File: config.mk
export PLATFORM = sky130hd
export DESIGN_NAME = prio_irq_ctrl
export DESIGN_NICKNAME = d
export VERILOG_FILES = /design/src/rtl/irq_pkg.sv /design/src/rtl/irq_src_regs.sv /design/src/rtl/irq_arbiter.sv /design/src/rtl/irq_level_fsm.sv /design/src/rtl/prio_irq_ctrl.sv
export SDC_FILE = /design/constraint.sdc
export NUM_CORES = 1
export LEC_CHECK = 0
export ABC_CLOCK_PERIOD_IN_PS = 1550
export BUFFER_PORTS_ARGS = -buffer_cell sky130_fd_sc_hd__buf_2
export CORE_MARGIN = 1
export CORE_UTILIZATION = 35
export CTS_CLUSTER_DIAMETER = 200
export DETAILED_ROUTE_END_ITERATION = 8
export SKIP_CTS_REPAIR_TIMING = 1
export SLEW_MARGIN = 20
export SYNTH_ARGS = -nofsm -noshare
export SYNTH_HDL_FRONTEND = slang
export SYNTH_SLANG_ARGS = --single-unit
File: constraint.sdc
create_clock -name clk_i -period 1.55 [get_ports clk_i]
set_input_delay 0.155 -clock clk_i [delete_from_list [all_inputs] [get_ports clk_i]]
set_output_delay 0.155 -clock clk_i [all_outputs]
set_load 0.05 [all_outputs]
File: src/rtl/irq_pkg.sv
package irq_pkg;
  typedef enum logic [1:0] {
    ACT_NONE = 2'd0,
    ACT_LO   = 2'd1,
    ACT_HI   = 2'd2,
    ACT_NEST = 2'd3
  } act_e;

  typedef enum logic [1:0] {
    SEL_FLAG = 2'd0,
    SEL_EN   = 2'd1,
    SEL_PRIO = 2'd2,
    SEL_CTL  = 2'd3
  } sel_e;

  localparam int CTL_MODE = 0;
  localparam int CTL_LO   = 6;
  localparam int CTL_HI   = 7;
endpackage

File: src/rtl/irq_src_regs.sv
module irq_src_regs #(
  parameter int N_SRC = 8
) (
  input  logic             clk_i,
  input  logic             rst_ni,
  input  logic [N_SRC-1:0] event_i,
  input  logic             wr_en_i,
  input  logic [1:0]       wr_sel_i,
  input  logic [N_SRC-1:0] wr_data_i,
  output logic [N_SRC-1:0] flags_o,
  output logic [N_SRC-1:0] en_o,
  output logic [N_SRC-1:0] prio_o
);
  import irq_pkg::*;

  logic wr_flag, wr_en, wr_prio;
  assign wr_flag = wr_en_i && (wr_sel_i == SEL_FLAG);
  assign wr_en   = wr_en_i && (wr_sel_i == SEL_EN);
  assign wr_prio = wr_en_i && (wr_sel_i == SEL_PRIO);

  for (genvar i = 0; i < N_SRC; i++) begin : g_src
    always_ff @(posedge clk_i or negedge rst_ni) begin
      if (!rst_ni) begin
        flags_o[i] <= 1'b0;
        en_o[i]    <= 1'b0;
        prio_o[i]  <= 1'b0;
      end else begin
        // event beats a same-cycle software clear
        flags_o[i] <= (wr_flag ? wr_data_i[i] : flags_o[i]) | event_i[i];
        if (wr_en)   en_o[i]   <= wr_data_i[i];
        if (wr_prio) prio_o[i] <= wr_data_i[i];
      end
    end

    assert_flag_set_R2: assert property (@(posedge clk_i) disable iff (!rst_ni)
      event_i[i] |=> flags_o[i]);
  end
endmodule

File: src/rtl/irq_arbiter.sv
module irq_arbiter #(
  parameter int              N_SRC    = 8,
  parameter int              CORE_SRC = 2,
  parameter int              VEC_W    = 24,
  parameter logic [VEC_W-1:0] HI_VEC  = 'h08,
  parameter logic [VEC_W-1:0] LO_VEC  = 'h18
) (
  input  logic [N_SRC-1:0] flags_i,
  input  logic [N_SRC-1:0] en_i,
  input  logic [N_SRC-1:0] prio_i,
  input  logic             mode_i,
  input  logic             gie_hi_i,
  input  logic             gie_lo_i,
  input  logic [1:0]       act_i,
  output logic             req_o,
  output logic             lvl_hi_o,
  output logic [VEC_W-1:0] vec_o
);
  import irq_pkg::*;

  localparam logic [N_SRC-1:0] CORE_MASK = {N_SRC{1'b1}} >> (N_SRC - CORE_SRC);

  logic [N_SRC-1:0] pend;
  logic hi_free, lo_free, cmp_req, pri_hi, pri_lo;

  assign pend    = flags_i & en_i;
  assign hi_free = (act_i != ACT_HI) && (act_i != ACT_NEST);
  assign lo_free = (act_i == ACT_NONE);

  assign cmp_req = gie_hi_i && hi_free &&
                   ((|(pend & CORE_MASK)) || (gie_lo_i && |(pend & ~CORE_MASK)));
  assign pri_hi  = gie_hi_i && hi_free && |(pend & prio_i);
  // clearing the high enable masks the low level too
  assign pri_lo  = gie_hi_i && gie_lo_i && lo_free && |(pend & ~prio_i);

  always_comb begin
    if (mode_i) begin
      req_o    = pri_hi || pri_lo;
      lvl_hi_o = pri_hi;
    end else begin
      req_o    = cmp_req;
      lvl_hi_o = 1'b1;
    end
    vec_o = lvl_hi_o ? HI_VEC : LO_VEC;
  end
endmodule

File: src/rtl/irq_level_fsm.sv
module irq_level_fsm (
  input  logic       clk_i,
  input  logic       rst_ni,
  input  logic       ctl_wr_i,
  input  logic [2:0] ctl_data_i,  // {hi, lo, mode}
  input  logic       ack_i,
  input  logic       ret_i,
  input  logic       req_i,
  input  logic       lvl_hi_i,
  output logic       mode_o,
  output logic       gie_hi_o,
  output logic       gie_lo_o,
  output logic [1:0] act_o
);
  import irq_pkg::*;

  act_e act_q, act_n;
  logic mode_n, hi_n, lo_n, take;

  assign take  = ack_i && req_i;
  assign act_o = act_q;

  always_comb begin
    mode_n = mode_o;
    hi_n   = gie_hi_o;
    lo_n   = gie_lo_o;
    act_n  = act_q;
    if (ctl_wr_i) begin
      mode_n = ctl_data_i[0];
      lo_n   = ctl_data_i[1];
      hi_n   = ctl_data_i[2];
    end
    if (take) begin
      if (lvl_hi_i) begin
        hi_n  = 1'b0;
        act_n = (act_q == ACT_LO) ? ACT_NEST : ACT_HI;
      end else begin
        lo_n  = 1'b0;
        act_n = ACT_LO;
      end
    end else if (ret_i) begin
      if (!gie_hi_o) hi_n = 1'b1;
      else           lo_n = 1'b1;
      act_n = (act_q == ACT_NEST) ? ACT_LO : ACT_NONE;
    end
  end

  always_ff @(posedge clk_i or negedge rst_ni) begin
    if (!rst_ni) begin
      mode_o   <= 1'b0;
      gie_hi_o <= 1'b0;
      gie_lo_o <= 1'b0;
      act_q    <= ACT_NONE;
    end else begin
      mode_o   <= mode_n;
      gie_hi_o <= hi_n;
      gie_lo_o <= lo_n;
      act_q    <= act_n;
    end
  end

  assert_ack_hi_R7: assert property (@(posedge clk_i) disable iff (!rst_ni)
    (ack_i && req_i && lvl_hi_i) |=> !gie_hi_o);
  assert_ack_lo_R7: assert property (@(posedge clk_i) disable iff (!rst_ni)
    (ack_i && req_i && !lvl_hi_i) |=> !gie_lo_o);
  assert_ret_hi_R9: assert property (@(posedge clk_i) disable iff (!rst_ni)
    (ret_i && !take && !ctl_wr_i && !gie_hi_o) |=> gie_hi_o);
  assert_no_req_in_hi_R8: assert property (@(posedge clk_i) disable iff (!rst_ni)
    (act_q == ACT_HI || act_q == ACT_NEST) |-> !req_i);
  assert_compat_one_level_R3: assert property (@(posedge clk_i) disable iff (!rst_ni)
    (!mode_o && req_i) |-> lvl_hi_i);
endmodule

File: src/rtl/prio_irq_ctrl.sv
module prio_irq_ctrl #(
  parameter int               N_SRC    = 8,   // at least 8: control bits 6 and 7
  parameter int               CORE_SRC = 2,
  parameter int               VEC_W    = 24,
  parameter logic [VEC_W-1:0] HI_VEC   = 'h08,
  parameter logic [VEC_W-1:0] LO_VEC   = 'h18
) (
  input  logic             clk_i,
  input  logic             rst_ni,
  input  logic [N_SRC-1:0] event_i,
  input  logic             wr_en_i,
  input  logic [1:0]       wr_sel_i,
  input  logic [N_SRC-1:0] wr_data_i,
  input  logic             ack_i,
  input  logic             ret_i,
  output logic             req_o,
  output logic [VEC_W-1:0] vec_o,
  output logic             lvl_hi_o,
  output logic [N_SRC-1:0] flags_o,
  output logic             gie_hi_o,
  output logic             gie_lo_o,
  output logic [1:0]       active_o
);
  import irq_pkg::*;

  logic [N_SRC-1:0] en, prio;
  logic             mode, ctl_wr;

  assign ctl_wr = wr_en_i && (wr_sel_i == SEL_CTL);

  irq_src_regs #(.N_SRC(N_SRC)) i_regs (
    .clk_i, .rst_ni, .event_i, .wr_en_i, .wr_sel_i, .wr_data_i,
    .flags_o, .en_o(en), .prio_o(prio)
  );

  irq_arbiter #(
    .N_SRC(N_SRC), .CORE_SRC(CORE_SRC), .VEC_W(VEC_W),
    .HI_VEC(HI_VEC), .LO_VEC(LO_VEC)
  ) i_arb (
    .flags_i(flags_o), .en_i(en), .prio_i(prio), .mode_i(mode),
    .gie_hi_i(gie_hi_o), .gie_lo_i(gie_lo_o), .act_i(active_o),
    .req_o, .lvl_hi_o, .vec_o
  );

  irq_level_fsm i_fsm (
    .clk_i, .rst_ni,
    .ctl_wr_i(ctl_wr),
    .ctl_data_i({wr_data_i[CTL_HI], wr_data_i[CTL_LO], wr_data_i[CTL_MODE]}),
    .ack_i, .ret_i, .req_i(req_o), .lvl_hi_i(lvl_hi_o),
    .mode_o(mode), .gie_hi_o, .gie_lo_o, .act_o(active_o)
  );
endmodule

==> metrics.txt <==
status finished, violations left; failing checks negative setup slack; Die H 69.7 um; total iterations of the first detailed-routing run 4; Clk Latency, worst-skew pair approximately 0.28 ns; EDFF count, synth 0; layout cells sized above 1 0.549; sequential area share after synthesis 0.452; drt total wl 3450 um; # rows 24; Inserted Clock Buffers 5; Leak Pwr 0.966 nW; crit share post-route 1.18; largest net degree at the start of global routing 30; CTS H-tree lvls 2; FF+latch area 739 um2; core area 4380 um2; Synth Instances 147; Post-synth top cells dfrtp_1, buf_4, mux2_2; Final Skew 0.00790 ns; synth top area cells dfrtp_1, mux2_2, buf_4; Multi-input gate area 868 um2; routability-driven placement congestion ratio 0.751; via count 1266; final setup TNS -0.636 ns; register bit total from synthesis 29; unrepaired setup endpoints after global routing true; Final Non-Filler Cells 256; CTS tree built; number of global-route vias before repair 1220; post-detailed-route DRC marker count 0; I/O pins 61; clk slew on worst S/H paths 0.07 ns; Sink Count 29; data required time of the critical path 1.39 ns; critical path arrival 1.67 ns; Synth top area share 0.452; Yosys top cell by area dfrtp_1; Async SR Flop Fraction 1.00; fmax 548 MHz; # fillers 411; Final Power 3.45 mW; HPWL Detailed 2540 um; Cell Area, Placed 1890 um2; Layout Nets ~230; crit path launch type flip-flop; initial antenna violation count 0; Max VDD drop 668 uV; final instance area around 2100 um2; synth warn 0; worst hold margin around 0.054 ns; Root Buffer clkbuf_8; Worst-Margin Slew 0.648 ns; Crit. End Element primary output; # port buffers 37; Max Cap Viol 0; cell with the most instances after synthesis dfrtp_1; first-pass GRT wire length 5790 um; ys flop type dfrtp_1; setup slack after placement -0.0671 ns; PD cells 1610 nW/um2; Area growth syn-to-layout 33.9%; Diodes inserted 0; placed cell count ~240; remaining antenna violation count 0; width of the die 69.7 um; Post-Synthesis Cell Area 1610 um2; Hold Path Class input port to flip-flop; post-synthesis cell type count 29; Max FO, Critical Path 4; CP Class flip-flop to primary output; maximum clock insertion buffer count 2; Initial DRC Count 39; die area 4860 um2; Max transition margin 0.568; GRT Total Usage 0.153; Final Hold Vio Count 0; Final Max Tran Viols 0; setup violators final 4; final worst setup slack -0.274 ns; total grt overflow 0; initial core utilization 0.366; Layout Utilization 0.490; minimum clock period 1.82 ns; DR vias/cell 4.95; mean cell area of the mapped netlist 10.9 um2; drt wl/cell 13.5 um
## power breakdown
group          total, mW  internal [mW]  switching [mW]
logic               1.60          0.667           0.932
clock network      0.812          0.522           0.290
registers           1.04          0.904           0.139
total               3.45           2.09            1.36
## metal layers
layer | track usage | share of wire
met5 | 0 | 0
met4 | 0.0533 | 0.012
met3 | 0.0392 | 0.054
met2 | 0.232 | 0.45
met1 | 0.211 | 0.49
## state kept, by name, indices dropped and copies added, names as in the netlist
name,count
i_regs.flags_o,8
i_regs.prio_o,8
i_regs.en_o,8
i_fsm.mode_o,1
i_fsm.gie_hi_o,1
i_fsm.gie_lo_o,1
i_fsm.act_o,2
## worst paths after layout
kind | slack [ns] | end | cells past startpoint | startpoint
setup / recovery | -0.27 | req_o | 6 | i_regs.flags_o[7]
hold reg to reg | 0.55 | i_regs.prio_o[0] | 1 | i_regs.prio_o[0]
setup reg to reg | -0.01 | i_fsm.act_o[0] | 8 | i_regs.flags_o[0]
max in group asynchronous | 0.65 | i_fsm.act_o[1] | 2 | rst_ni
hold / removal | 0.05 | i_regs.flags_o[4] | 2 | event_i[4]
min in group asynchronous | 0.43 | i_regs.en_o[4] | 2 | rst_ni
## cells in the final DEF (no fill, tap or decap), types with 6 or more instances in the layout
master and instances:
clkbuf_8 6, nand2_1 6, dfrtp_2 11, buf_4 12
a211o_1 8, buf_2 34, nand3b_1 6, nand3_2 8
dfrtp_1 18, mux2_2 17, nor2b_1 8, conb_1 23
## area by class of cell
type / count / share of cell area
sequential: 29 / 0.344
clock buffer: 6 / 0.0384
multi-input combinational: 109 / 0.404
clock inverter: 2 / 0.0175
timing repair buffer: 52 / 0.154
inverter: 6 / 0.0122
tap: 52 / 0.0303
## cells by family (layout without fill, tap and decap cells)
| logic type | after synthesis | count (layout) | synth area share |
|---|---|---|---|
| DFF | 29 | 29 | 0.452 |
| and+or+nand+nor | 40 | 40 | 0.152 |
| other | 2 | 23 | 0.00468 |
| AOI/OAI and AO/OA | 27 | 27 | 0.133 |
| muxes | 19 | 19 | 0.132 |
| buffers and inverters | 30 | 66 | 0.126 |
## critical path, stage by stage, from the launching register on
cell	delay, ns
dfrtp_2	0.44
nand3b_1	0.11
o2111ai_2	0.14
o31ai_2	0.29
and3_4	0.23
a21oi_4	0.03
buf_6	0.15
Note: power is estimated with default switching activity, not from simulation.
